`src/rtl/spiseq_pkg.sv`:
```
package spiseq_pkg;
  localparam int CMD_W  = 16;
  localparam int ARG_W  = 8;
  localparam int BYTE_W = 8;

  localparam logic [3:0] OP_XFER = 4'd0;
  localparam logic [3:0] OP_CSEL = 4'd1;
  localparam logic [3:0] OP_WREG = 4'd2;
  localparam logic [3:0] OP_MISC = 4'd3;

  localparam logic [3:0] REG_DIV = 4'd0;
  localparam logic [3:0] REG_CFG = 4'd1;
  localparam logic [3:0] SUB_SYNC  = 4'd0;
  localparam logic [3:0] SUB_SLEEP = 4'd1;

  typedef enum logic [1:0] {
    ST_FETCH = 2'd0,
    ST_SETUP = 2'd1,
    ST_SHIFT = 2'd2,
    ST_WAIT  = 2'd3
  } state_e;

  typedef struct packed {
    logic three;
    logic cpol;
    logic cpha;
  } cfg_t;
endpackage

```
`src/rtl/spiseq_tick.sv`:
```
module spiseq_tick #(
  parameter int DIV_W = 8
) (
  input  logic             clk,
  input  logic             rst_n,
  input  logic             run,
  input  logic [DIV_W-1:0] div,
  output logic             tick
);
  logic [DIV_W-1:0] cnt_q;

  assign tick = run && (cnt_q == div);

  always_ff @(posedge clk) begin
    if (!rst_n) begin
      cnt_q <= '0;
    end else if (!run || tick) begin
      cnt_q <= '0;
    end else begin
      cnt_q <= cnt_q + 1'b1;
    end
  end

  p_tick_gap_r3: assert property (@(posedge clk) disable iff (!rst_n)
    (tick && div != '0) |=> !tick);
endmodule

```
`src/rtl/spiseq_shift.sv`:
```
module spiseq_shift #(
  parameter int BYTE_W = 8
) (
  input  logic              clk,
  input  logic              rst_n,
  input  logic              load,
  input  logic [BYTE_W-1:0] load_data,
  input  logic              tick,
  input  logic              cpha,
  input  logic              sdi,
  output logic              sdo,
  output logic              phase,
  output logic              done,
  output logic [BYTE_W-1:0] rx_byte
);
  localparam int EDGES = 2 * BYTE_W;
  localparam int EC_W  = $clog2(EDGES);
  localparam logic [EC_W-1:0] LAST = EC_W'(EDGES - 1);

  logic [BYTE_W-1:0] tx_sh_q, rx_sh_q;
  logic [EC_W-1:0]   ecnt_q;
  logic              sdo_q, ph_q;
  logic              sample_now, shift_now;

  assign sample_now = tick && (ecnt_q[0] == cpha);
  assign shift_now  = tick && (ecnt_q[0] != cpha) && !(!cpha && ecnt_q == LAST);
  assign done       = tick && (ecnt_q == LAST);
  assign rx_byte    = cpha ? {rx_sh_q[BYTE_W-2:0], sdi} : rx_sh_q;
  assign sdo        = sdo_q;
  assign phase      = ph_q;

  always_ff @(posedge clk) begin
    if (!rst_n) begin
      tx_sh_q <= '0;
      rx_sh_q <= '0;
      ecnt_q  <= '0;
      sdo_q   <= 1'b0;
      ph_q    <= 1'b0;
    end else if (load) begin
      ecnt_q <= '0;
      ph_q   <= 1'b0;
      if (cpha) begin
        tx_sh_q <= load_data;
      end else begin
        tx_sh_q <= {load_data[BYTE_W-2:0], 1'b0};
        sdo_q   <= load_data[BYTE_W-1];
      end
    end else if (tick) begin
      ph_q   <= ~ph_q;
      ecnt_q <= ecnt_q + 1'b1;
      if (sample_now) rx_sh_q <= {rx_sh_q[BYTE_W-2:0], sdi};
      if (shift_now) begin
        sdo_q   <= tx_sh_q[BYTE_W-1];
        tx_sh_q <= {tx_sh_q[BYTE_W-2:0], 1'b0};
      end
    end
  end
endmodule

```
`src/rtl/spiseq_top.sv`:
```
module spiseq_top
  import spiseq_pkg::*;
#(
  parameter int DIV_W = 8,
  parameter int CS_N  = 8
) (
  input  logic              clk,
  input  logic              rst_n,
  input  logic              cmd_valid,
  output logic              cmd_ready,
  input  logic [CMD_W-1:0]  cmd_data,
  input  logic              tx_valid,
  output logic              tx_ready,
  input  logic [BYTE_W-1:0] tx_data,
  output logic              rx_valid,
  input  logic              rx_ready,
  output logic [BYTE_W-1:0] rx_data,
  output logic              sclk,
  output logic              sdo,
  input  logic              sdi,
  output logic [CS_N-1:0]   cs_n,
  output logic              three_wire,
  output logic              sync_pulse,
  output logic [ARG_W-1:0]  sync_id
);
  localparam int CNT_W = ARG_W + 2;

  state_e            st_q;
  cfg_t              cfg_q;
  logic [DIV_W-1:0]  div_q;
  logic [CS_N-1:0]   cs_q;
  logic              wr_q, rd_q;
  logic [ARG_W-1:0]  left_q;
  logic [CNT_W-1:0]  wcnt_q;
  logic              sync_q;
  logic [ARG_W-1:0]  id_q;
  logic              rxv_q;
  logic [BYTE_W-1:0] rxd_q;

  logic [3:0]        op, arg_a;
  logic [ARG_W-1:0]  arg_b;
  logic              accept, rx_free, start_ok, tick, run, done, phase;
  logic [BYTE_W-1:0] rx_byte, load_data;

  assign op     = cmd_data[15:12];
  assign arg_a  = cmd_data[11:8];
  assign arg_b  = cmd_data[7:0];

  assign cmd_ready = (st_q == ST_FETCH);
  assign accept    = cmd_valid && cmd_ready;
  assign rx_free   = !rxv_q || rx_ready;
  assign tx_ready  = (st_q == ST_SETUP) && wr_q && (!rd_q || rx_free);
  assign start_ok  = (st_q == ST_SETUP) && (!wr_q || tx_valid) && (!rd_q || rx_free);
  assign run       = (st_q == ST_SHIFT) || (st_q == ST_WAIT);
  assign load_data = wr_q ? tx_data : '0;

  spiseq_tick #(.DIV_W(DIV_W)) u_tick (
    .clk  (clk),
    .rst_n(rst_n),
    .run  (run),
    .div  (div_q),
    .tick (tick)
  );

  spiseq_shift #(.BYTE_W(BYTE_W)) u_shift (
    .clk      (clk),
    .rst_n    (rst_n),
    .load     (start_ok),
    .load_data(load_data),
    .tick     (tick && st_q == ST_SHIFT),
    .cpha     (cfg_q.cpha),
    .sdi      (sdi),
    .sdo      (sdo),
    .phase    (phase),
    .done     (done),
    .rx_byte  (rx_byte)
  );

  always_ff @(posedge clk) begin
    if (!rst_n) begin
      st_q   <= ST_FETCH;
      cfg_q  <= '0;
      div_q  <= '0;
      cs_q   <= '1;
      wr_q   <= 1'b0;
      rd_q   <= 1'b0;
      left_q <= '0;
      wcnt_q <= '0;
      sync_q <= 1'b0;
      id_q   <= '0;
      rxv_q  <= 1'b0;
      rxd_q  <= '0;
    end else begin
      sync_q <= 1'b0;
      if (rxv_q && rx_ready) rxv_q <= 1'b0;
      unique case (st_q)
        ST_FETCH: begin
          if (accept) begin
            unique case (op)
              OP_XFER: begin
                wr_q   <= arg_a[0];
                rd_q   <= arg_a[1];
                left_q <= arg_b;
                st_q   <= ST_SETUP;
              end
              OP_CSEL: begin
                cs_q   <= arg_b[CS_N-1:0];
                wcnt_q <= CNT_W'({arg_a, 1'b0}) + CNT_W'(2);
                st_q   <= ST_WAIT;
              end
              OP_WREG: begin
                if (arg_a == REG_DIV) div_q <= DIV_W'(arg_b);
                if (arg_a == REG_CFG) cfg_q <= arg_b[2:0];
              end
              OP_MISC: begin
                if (arg_a == SUB_SYNC) begin
                  id_q   <= arg_b;
                  sync_q <= 1'b1;
                end
                if (arg_a == SUB_SLEEP) begin
                  wcnt_q <= CNT_W'({arg_b, 1'b0}) + CNT_W'(2);
                  st_q   <= ST_WAIT;
                end
              end
              default: ;
            endcase
          end
        end
        ST_SETUP: begin
          if (start_ok) st_q <= ST_SHIFT;
        end
        ST_SHIFT: begin
          if (done) begin
            if (rd_q) begin
              rxd_q <= rx_byte;
              rxv_q <= 1'b1;
            end
            if (left_q == '0) begin
              st_q <= ST_FETCH;
            end else begin
              left_q <= left_q - 1'b1;
              st_q   <= ST_SETUP;
            end
          end
        end
        ST_WAIT: begin
          if (tick) begin
            wcnt_q <= wcnt_q - 1'b1;
            if (wcnt_q == CNT_W'(1)) st_q <= ST_FETCH;
          end
        end
        default: st_q <= ST_FETCH;
      endcase
    end
  end

  assign sclk       = phase ^ cfg_q.cpol;
  assign cs_n       = cs_q;
  assign three_wire = cfg_q.three;
  assign sync_pulse = sync_q;
  assign sync_id    = id_q;
  assign rx_valid   = rxv_q;
  assign rx_data    = rxd_q;

  p_idle_level_r4: assert property (@(posedge clk) disable iff (!rst_n)
    (st_q != ST_SHIFT) |-> (sclk == cfg_q.cpol));
  p_sync_origin_r8: assert property (@(posedge clk) disable iff (!rst_n)
    sync_pulse |-> $past(accept && op == OP_MISC && arg_a == SUB_SYNC));
  p_rx_hold_r10: assert property (@(posedge clk) disable iff (!rst_n)
    (rx_valid && !rx_ready) |=> (rx_valid && $stable(rx_data)));
  p_cs_quiet_r6: assert property (@(posedge clk) disable iff (!rst_n)
    (st_q == ST_SHIFT || st_q == ST_SETUP) |=> $stable(cs_n));
  p_tx_wait_r9: assert property (@(posedge clk) disable iff (!rst_n)
    (st_q == ST_SETUP && wr_q && !tx_valid) |=> (st_q == ST_SETUP));
endmodule

```
`config.mk`:
```
export PLATFORM = sky130hd
export DESIGN_NAME = spiseq_top
export DESIGN_NICKNAME = d
export VERILOG_FILES = /design/src/rtl/spiseq_pkg.sv /design/src/rtl/spiseq_tick.sv /design/src/rtl/spiseq_shift.sv /design/src/rtl/spiseq_top.sv
export SDC_FILE = /design/constraint.sdc
export NUM_CORES = 1
export LEC_CHECK = 0
export ABC_CLOCK_PERIOD_IN_PS = 3200
export BUFFER_PORTS_ARGS = -buffer_cell sky130_fd_sc_hd__buf_2
export CAP_MARGIN = 0
export CORE_MARGIN = 2
export CORE_UTILIZATION = 59
export DETAILED_ROUTE_END_ITERATION = 10
export PLACE_DENSITY_LB_ADDON = 0.1
export SYNTH_ARGS = -nofsm -noshare
export SYNTH_HDL_FRONTEND = slang
export SYNTH_SLANG_ARGS = --single-unit
export TNS_END_PERCENT = 1
```
`constraint.sdc`:
```
create_clock -name clk -period 3.2 [get_ports clk]
set_input_delay 0.16 -clock clk [delete_from_list [all_inputs] [get_ports clk]]
set_output_delay 0.16 -clock clk [all_outputs]
set_load 0.02 [all_outputs]
```
## Word level (Yosys, flattened, before mapping)

Cells that the tools add are included.

- Equality and inequality tests: 23
- Reductions and logical operators: 47
- Muxes and demuxes: 34
- Bitwise operators: 4
- Add/sub/neg operators: 6

Operator list:

| operator | count |
|---|---|
| $mux W8 | 10 |
| $pmux W10 S2 | 2 |
| $mux W10 | 3 |
| $pmux W8 S2 | 1 |
| $reduce_and A4 Y1 | 4 |
| $reduce_and A3 Y1 | 5 |
| $logic_and A1 B1 Y1 | 13 |
| $mux W2 | 6 |
| $add A9 B2 Y10 const B | 1 |
| $eq A10 B1 Y1 const B | 1 |
| $mux W1 | 10 |
| $ne A2 B2 Y1 const B | 5 |
| $reduce_and A5 Y1 | 2 |
| $sub A10 B1 Y10 const B | 1 |
| $add A8 B1 Y8 const B | 1 |
| $eq A4 B1 Y1 const B | 2 |
| $eq A4 B2 Y1 const B | 2 |
| $eq A8 B8 Y1 | 1 |
| $logic_not A4 Y1 | 2 |
| $logic_not A8 Y1 | 1 |
| $pmux W2 S4 | 1 |
| $reduce_bool A2 Y1 | 4 |
| $sub A8 B1 Y8 const B | 1 |
| $reduce_and A7 Y1 | 1 |
| other kinds (19) | 34 |

- Output and inout bits: 31
- Word-level logic and storage cells: 134
- Input bits: 30
- Bits in registers: 89

## Logic depth before layout (Yosys ltp)

Gate-level depths: netlist (run 1).

- Word-level depth: 9
- Depth in mapped cells: 10

## Hierarchy

From an unflattened synthesis (run 1), not the netlist that was laid out.

- Cells, all modules: 580
- Area total of the unflattened synthesis: 4957.3 sq um

By module, submodules not included:

| module | instances | cells an instance | area each (sq um) |
|---|---|---|---|
| spiseq_top | 1 | 398 | 3238.1 |
| spiseq_shift | 1 | 136 | 1248.7 |
| spiseq_tick | 1 | 46 | 470.5 |

## Worst setup path after synthesis (run 1)

OpenSTA, ideal clock, no wires.

- Path type: flip-flop to flip-flop
- From: reg st_q[0]
- To: reg left_q[1]
- Arrival: 2.261 ns
- Buffers on the path: 3
- Stages on the path, launching flop included: 11
- Period minus slack after synthesis: 2.331 ns
- Slack: 0.869 ns
- Data required time: 3.130 ns
- Cell sequence: dfxtp_1 -> inv_1 -> ha_1 -> buf_4 -> nand2_4 -> or4b_4 -> buf_6 -> and2_4 -> buf_6 -> or3_1 -> a21oi_1

- Elaborated cells on any way between the ends: 15

RTL lines:

| what | line | RTL |
|---|---|---|
| start: declaration | spiseq_top.sv:28 | `state_e st_q;` |
| start signal: assignment | spiseq_top.sv:81 | `st_q <= ST_FETCH;` |
| start signal: assignment | spiseq_top.sv:104 | `st_q <= ST_SETUP;` |
| start signal: assignment | spiseq_top.sv:109 | `st_q <= ST_WAIT;` |
| $logic_not A2 Y1 * | spiseq_top.sv:49 | `assign cmd_ready = (st_q == ST_FETCH);` |
| named net cmd_ready | spiseq_top.sv:10 | `output logic cmd_ready,` |
| $logic_and A1 B1 Y1 | spiseq_top.sv:50 | `assign accept = cmd_valid && cmd_ready;` |
| $ne A2 B1 Y1 (no line) | -- |  |
| $reduce_and A5 Y1 (no line) | -- |  |
| end signal: assignment | spiseq_top.sv:103 | `left_q <= arg_b;` |
| end signal: assignment | spiseq_top.sv:141 | `left_q <= left_q - 1'b1;` |
| end: declaration | spiseq_top.sv:33 | `logic [ARG_W-1:0] left_q;` |

Mark *: on every way through the listed nets, which the timed path passes. The rest lies on a longest branch.
A chain may end at the register's enable or synchronous reset.

## Worst setup path in the final report (run 1)

- From: reg st_q[0]
- To: reg left_q[2]

- Word-level cells in the longest chain between the ends: 7
- Elaborated cells on any way between the ends: 15

RTL lines:

| what | line | RTL |
|---|---|---|
| $eq A2 B2 Y1 (on tied branches) | spiseq_top.sv:54, spiseq_top.sv:70, spiseq_top.sv:96 |  |
| $logic_or A1 B1 Y1 | spiseq_top.sv:54 | `assign run = (st_q == ST_SHIFT) \|\| (st_q == ST_WAIT);` |
| $logic_and A1 B1 Y1 | spiseq_tick.sv:12 | `assign tick = run && (cnt_q == div);` |
| $logic_and A1 B1 Y1 | spiseq_top.sv:70 | `.tick (tick && st_q == ST_SHIFT),` |
| $logic_and A1 B1 Y1 | spiseq_shift.sv:27 | `assign done = tick && (ecnt_q == LAST);` |
| $ne A2 B2 Y1 (no line) | -- |  |
| $reduce_and A5 Y1 (no line) | -- |  |

Parallel ways exist; a longest one is shown, timed or not.

==> metrics, run 1 <==
Power Internal=2.00 mW; DRT iter0 DRCs=300; routability cong.=~0.86; Pre-antenna DRT Iters=5; power share of the clock group=0.263; PD cells=613 nW/µm²; worst path bufs/invs=1; final WL=12.2 mm; TritonCTS buffer count=9; Final min period=2280 ps; fmax=439 MHz; FP Rows=32; WL/cell=17.1 µm; max cap viols=0; CP Data Required Time=3460 ps; Filler Cells Inserted=656; initial antenna violation count=0; layout cells sized above 1=0.162; PostCTS Resize Cnt=0; number of enable flip-flop cells after synthesis=0; crit-path max FO=10; post-CTS setup buffer count=0; Final Skew=approximately 10 ps; root buffer cell=clkbuf_8; antenna viol nets, final=0; Hold/Removal Path Class=primary input to register; Final HPWL DP=roughly 8.6 mm; final setup vio count=0; core area=7770 µm²; Flop pwr share=0.400; worst slack at placement=923 ps; setup TNS=0 ps; Die Wd=93.8 µm; largest family of logic cells by synthesized area=simple AND/OR/NAND/NOR gates; simple-gate share of the synthesized area=0.231; largest net degree at the start of global routing=43; port bufs=60; Post-synth top flop=dfxtp_1; Gate power share=0.338; Synth async-reset ratio=0; clock tree buffer depth=2; clock latency on the worst-skew pair=around 380 ps; synthesized cell area=around 4800 µm²; worst-margin pin slew=934 ps; CP max-delay cell=or4b_4; starting density of the core=0.613; final worst path period share=0.712; hold_sp=sdi; vias in the first global route=4114; IO Count=61; net load switching power=about 1.3 mW; nature of the critical path startpoint=register; Synth Area per Inst=8.46 µm²; Critical Path Max Stage Delay=580 ps; total track usage=0.285; drt via density=between 6 and 7; post-route setup slack=923 ps; total gr overflow=0; vias=4418; CTS tree=yes; Ant. Diodes=0; Post-route DRC=0; cells after synthesis=about 560; Pleak=between 2 and 2.5 nW; Setup CP Type=register to register; sequential fraction of the synthesis area=0.374; slew margin rel.=0.372; Compound-Gate Fraction of Synth Area=0.162; clk slew on worst S/H paths=100 ps; first-pass GRT wire length=20.2 mm; r2r startpoint=st_q[0]$_SDFFE_PN0P_; post-synthesis register bit count=89; RSZ-0062 raised after global routing=false; cell family with most CP delay=simple AND/OR/NAND/NOR gates; Synthesis Warnings=0; Final Util=0.683; fraction of synthesized area in multiplexers=0.100; Final Hold Violating Endpoints=0; nets=649; Syn Nets=between 600 and 700; Sinks on Clock Net=89; hold buffers post-CTS=0; total number of H-tree levels=3; CP startpoint=st_q[0]$_SDFFE_PN0P_; post-synthesis cell type count=between 60 and 70; Arr. time, crit path=about 2500 ps; status=finished, final reports clean; die area=8810 µm²; synth-to-layout area growth=11.3%; peak supply drop=between 0.3 and 0.4 mV; Post-Synth XOR/XNOR Area=0.0497; crit-path cells=inv_1 > ha_1 > nand2_4 > or4b_4 > and2_4 > o311ai_0 > o31ai_1; Die Y=93.8 µm; final slew viol count=0; sw frac=0.386; CP Capture Type=register; Synth Area in Adders=0.0368
## cell usage in the layout, fill, tap and decap left out, types with 9 or more instances in the layout
master,n
ha_1,14
o21ai_0,16
xnor2_1,14
nor3_1,14
and3_1,11
inv_1,16
a211oi_1,14
nand3_1,25
xor2_1,13
mux2i_1,41
a21oi_1,25
dfxtp_1,89
nor2_1,62
buf_2,60
nand2_1,58
nand4_1,11
a31oi_1,9
clkbuf_8,9
## state kept, by name, summed over array words and instances (netlist names), 4 cells and up
| register | count |
|---|---|
| rx_data | 8 |
| u_shift.ecnt_q | 4 |
| wcnt_q | 10 |
| cs_n | 8 |
| u_shift.tx_sh_q | 8 |
| left_q | 8 |
| div_q | 8 |
| u_tick.cnt_q | 8 |
| u_shift.rx_sh_q | 8 |
| sync_id | 8 |
## worst reg2reg max path: stages, from the launching register on
cell      delay (ps)
dfxtp_1          360
inv_1             90
ha_1             370
nand2_4          130
or4b_4           580
and2_4           200
o311ai_0         330
o31ai_1          120
## cells in the mapped netlist, drive strengths merged, types with 6 or more instances
| cell type | n | share of area |
|---|---|---|
| ha | 14 | 0.037 |
| a21oi | 25 | 0.026 |
| buf | 6 | 0.0089 |
| nor3b | 6 | 0.0095 |
| a311oi | 6 | 0.011 |
| xnor2 | 14 | 0.026 |
| mux2 | 6 | 0.014 |
| dfxtp | 89 | 0.37 |
| o21ai | 18 | 0.019 |
| nor4 | 9 | 0.016 |
| nand2 | 59 | 0.048 |
| nand4 | 11 | 0.014 |
| mux2i | 41 | 0.086 |
| a211oi | 14 | 0.022 |
| nor3 | 15 | 0.017 |
| a31oi | 9 | 0.012 |
| xor2 | 13 | 0.024 |
| inv | 16 | 0.013 |
| nand3 | 25 | 0.026 |
| clkbuf | 30 | 0.024 |
| nor2 | 63 | 0.050 |
| and3 | 11 | 0.014 |
## metal layers
layer,GRT usage,share of wire,wire (µm)
met5,0,0,0
met4,0.0785,0.012,151
met3,0.0658,0.073,894
met2,0.451,0.46,5630
met1,0.392,0.45,5510
## worst paths after layout
| kind | slack [ps] | endpoint | depth (start not counted) |
|---|---|---|---|
| worst max register to register | 920 | left_q[2]$_SDFFE_PN0P_ | 7 |
| worst min-delay path | 60 | u_shift.rx_sh_q[0]$_SDFFE_PN0P_ | 3 |
| worst max-delay path | 920 | left_q[2]$_SDFFE_PN0P_ | 7 |
| worst min register to register | 460 | sync_id[0]$_SDFFE_PN0P_ | 2 |
## metrics by stage
step                instance area (µm²)  instances  total power, mW  hold slack (ps)
finish                             5300        712             3.25             57.6
detailed placement                 5090        696             2.39              435
CTS                                5300        712             3.24             49.1
global placement                   5090        696             2.36              411
global route                       5300        712             3.44             48.8
floorplan                          4760        563             2.15              288
## power groups by stage
| stage | Clock, mW | Sequential (mW) | Combinational [mW] |
|---|---|---|---|
| 6_report | 0.853 | 1.30 | 1.10 |
| 2_1_floorplan | 0 | 1.31 | 0.845 |
| 5_1_grt | 0.912 | 1.31 | 1.22 |
| 3_5_place_dp | 0 | 1.32 | 1.07 |
| 4_1_cts | 0.864 | 1.30 | 1.08 |
| 3_3_place_gp | 0 | 1.32 | 1.05 |
## final cells by class
cell class                 count  area [µm²]  area share
clock inverter                 7        90.1      0.0170
inverter                      17        63.8      0.0120
timing repair buffer          67         353      0.0666
multi-input combinational    421        2760       0.521
tap                          102         128      0.0241
sequential                    89        1780       0.336
clock buffer                   9         124      0.0234
## cell families after synthesis
family                   Yosys count
AND/OR/NAND/NOR                  220
AO/OA/AOI/OAI                    113
flip-flops                        89
buffers and inverters             53
multiplexers                      47
XOR/XNOR                          27
adder cells (fa/ha/maj)           14
Note: power is estimated with default switching activity, not from simulation.
==> run 2: changes to the inputs <==
Settings changed: ABC_CLOCK_PERIOD_IN_PS 3200 to 1800, CORE_UTILIZATION 59 to 52.
Clock period 3.2 ns to 1.8 ns, I/O delays scaled along.
==> run 2 against run 1 <==
Net effect:
- the run now ends with negative setup slack left
- final cell count increased by 12%
- wire length is 11% higher
- global-route usage down 1.9 points
- sequential power increased by 75%
- first-iteration DRC count up 3.7%
- final area up 16%
- flip-flop and latch count stayed put
- worst hold slack got worse by 46 ps
- count of clock-buffer cells in the layout grew 1
- clock skew is 3.5 ps higher
- largest cell class unchanged
==> metrics, run 2 (synthesis results as in run 1) <==
Post-route DRC=0 (unchanged); first-pass GRT wire length=21.3 mm (was 20.2 mm); port bufs=60 (unchanged); starting density of the core=0.541 (was 0.613); TritonCTS buffer count=9 (unchanged); status=finished, violations left (was finished, final reports clean); CP Capture Type=register (unchanged); post-route setup slack=-108 ps (was 923 ps); Final HPWL DP=9.45 mm (was 8.55 mm); clk slew on worst S/H paths=100 ps (about the same); final WL=13.5 mm (was 12.2 mm); CTS tree=yes (unchanged); Final Non-Filler Cells=796 (was 712); CP max-delay cell=or4b_4 (unchanged); r2r startpoint=st_q[0]$_SDFFE_PN0P_ (unchanged); placed cells=772 (was 696); nature of the critical path startpoint=register (unchanged); Die Wd=99.7 µm (was 93.8 µm); Ant. Diodes=0 (unchanged); final setup vio count=8 (was 0); cell family with most CP delay=simple AND/OR/NAND/NOR gates (unchanged); crit-path max FO=7 (was 10); final worst path period share=1.06 (was 0.712); FP Rows=34 (was 32); Arr. time, crit path=2140 ps (was 2540 ps); r2r endpoint=left_q[7]$_SDFFE_PN0P_ (was left_q[2]$_SDFFE_PN0P_); worst-margin pin slew=368 ps (was 934 ps); PD cells=1020 nW/µm² (was 613 nW/µm²); Filler Cells Inserted=713 (was 656); WL/cell=17.0 µm (was 17.1 µm); Setup CP Type=register to register (unchanged); peak supply drop=0.493 mV (was 0.321 mV); root buffer cell=clkbuf_8 (unchanged); max cap viols=0 (unchanged); violated checks=negative setup slack; crit-path cells=inv_2 > ha_4 > nand2_4 > or4b_4 > and2_4 > o311ai_1 > o21ai_1 (was inv_1 > ha_1 > nand2_4 > or4b_4 > and2_4 > o311ai_0 > o31ai_1); vias in the first global route=4483 (was 4114); Die Y=99.7 µm (was 93.8 µm); CP Data Required Time=2040 ps (was 3460 ps); WHS Endpoint=u_shift.tx_sh_q[0]$_SDFFE_PN0P_ (was u_shift.rx_sh_q[0]$_SDFFE_PN0P_); Final Skew=13.8 ps (was 10.3 ps); initial antenna violation count=0 (unchanged); Hold/Removal Path Class=primary input to register (unchanged); fmax=524 MHz (was 439 MHz); setup slack, reg-to-reg=-110 ps (was 920 ps); total track usage=0.266 (was 0.285); Final Util=0.698 (was 0.683); max reg flops=10 (unchanged); total gr overflow=0 (unchanged); commonest cells after routing, fill and taps aside=dfxtp_1, buf_4, nor2_1 (was dfxtp_1, nor2_1, buf_2); worst path bufs/invs=1 (unchanged); DRT iter0 DRCs=311 (was 300); final slew viol count=0 (unchanged); RSZ-0062 raised after global routing=true (was false); core area=8810 µm² (was 7770 µm²); vias=4704 (was 4418); Multi-input gate area=2950 µm² (was 2760 µm²); die area=9940 µm² (was 8810 µm²); FF+latch area=1790 µm² (was 1780 µm²); Final Hold Violating Endpoints=0 (unchanged); clock tree buffer depth=2 (unchanged); antenna viol nets, final=0 (unchanged); synth-to-layout area growth=29.0% (was 11.3%); final instance area=6140 µm² (was 5300 µm²); total number of H-tree levels=3 (unchanged); nets=727 (was 649); Critical Path Max Stage Delay=570 ps (was 580 ps); Biggest register=wcnt_q (unchanged); clock latency on the worst-skew pair=370 ps (was 380 ps); layout cells sized above 1=0.314 (was 0.162); routability cong.=0.860 (was 0.863); Sinks on Clock Net=89 (unchanged); Worst Reg-to-Reg Cells=7 (unchanged); worst hold stages=3 (unchanged); commonest non-fill, non-tap cell in the layout=dfxtp_1 (unchanged); drt via density=5.91 (was 6.21); Pleak=2.48 nW (was 2.07 nW); Cell Area, Placed=5700 µm² (was 5090 µm²); Pre-antenna DRT Iters=7 (was 5); IO Count=61 (unchanged); largest net degree at the start of global routing=62 (was 43); Final min period=1910 ps (was 2280 ps); hold_sp=tx_data[0] (was sdi); slew margin rel.=0.751 (was 0.372)
run 2: worst max-delay path by stage:
stage / start / endpoint / slack [ps] / depth (start not counted)
floorplan: st_q[1]$_SDFFE_PN0P_ / left_q[1]$_SDFFE_PN0P_ / -320 / 10
global placement: left_q[0]$_SDFFE_PN0P_ / left_q[0]$_SDFFE_PN0P_ / -20 / 7
detailed placement: left_q[0]$_SDFFE_PN0P_ / left_q[6]$_SDFFE_PN0P_ / -120 / 7
CTS: div_q[2]$_SDFFE_PN0P_ / left_q[0]$_SDFFE_PN0P_ / -40 / 7
global route: st_q[0]$_SDFFE_PN0P_ / left_q[7]$_SDFFE_PN0P_ / -150 / 7
finish: st_q[0]$_SDFFE_PN0P_ / left_q[7]$_SDFFE_PN0P_ / -110 / 7
run 2: where the power goes:
| part | internal [mW] | switching (mW) |
|---|---|---|
| clock | 0.517 | 0.786 |
| sequential | 2.15 | 0.120 |
| combinational | 1.23 | 1.48 |
| total | 3.90 | 2.39 |
run 2: per-stage QoR:
stage / TNS (ps) / power [mW] / setup slack [ps] / hold WS [ps]
after global routing: -1060 / 6.63 / -150 / 23.7
after global placement: -160 / 4.74 / -19.5 / 350
after floorplan: -3510 / 3.88 / -315 / 218
after CTS: -148 / 6.11 / -41.7 / 5.28
after detailed placement: -1220 / 4.79 / -120 / 360
final: -395 / 6.29 / -108 / 11.3
run 2: final cells by class:
cell class / count / share of cell area
clock inverter: 6 / 0.00814
tap: 108 / 0.0220
timing repair buffer: 145 / 0.167
clock buffer: 10 / 0.0208
multi-input combinational: 421 / 0.481
sequential: 89 / 0.291
inverter: 17 / 0.0104
run 2: layer usage:
| metal | up-vias | track usage | share of wire |
|---|---|---|---|
| met5 | - | 0 | 0 |
| met4 | 0 | 0.0643 | 0.012 |
| met3 | 14 | 0.0401 | 0.042 |
| met2 | 144 | 0.455 | 0.50 |
| met1 | 2256 | 0.354 | 0.45 |
| li1 | 2290 | - | - |
run 2: worst register-to-register path, cell delays in order, from the launching register on:
cell,delay [ps]
dfxtp_2,330
inv_2,70
ha_4,160
nand2_4,50
or4b_4,570
and2_4,200
o311ai_1,270
o21ai_1,120
run 2: repair_timing:
| action | 4_1_cts | 5_1_grt |
|---|---|---|
| hold endpoints to repair | 1 | 0 |
| endpoints found under the setup margin | 29 | 32 |
| gates cloned | 0 | 1 |
| pin swaps | 3 | 16 |
| resized for setup | 10 | 34 |
| buffers inserted | 0 | 6 |
| hold buffers | 1 | 0 |
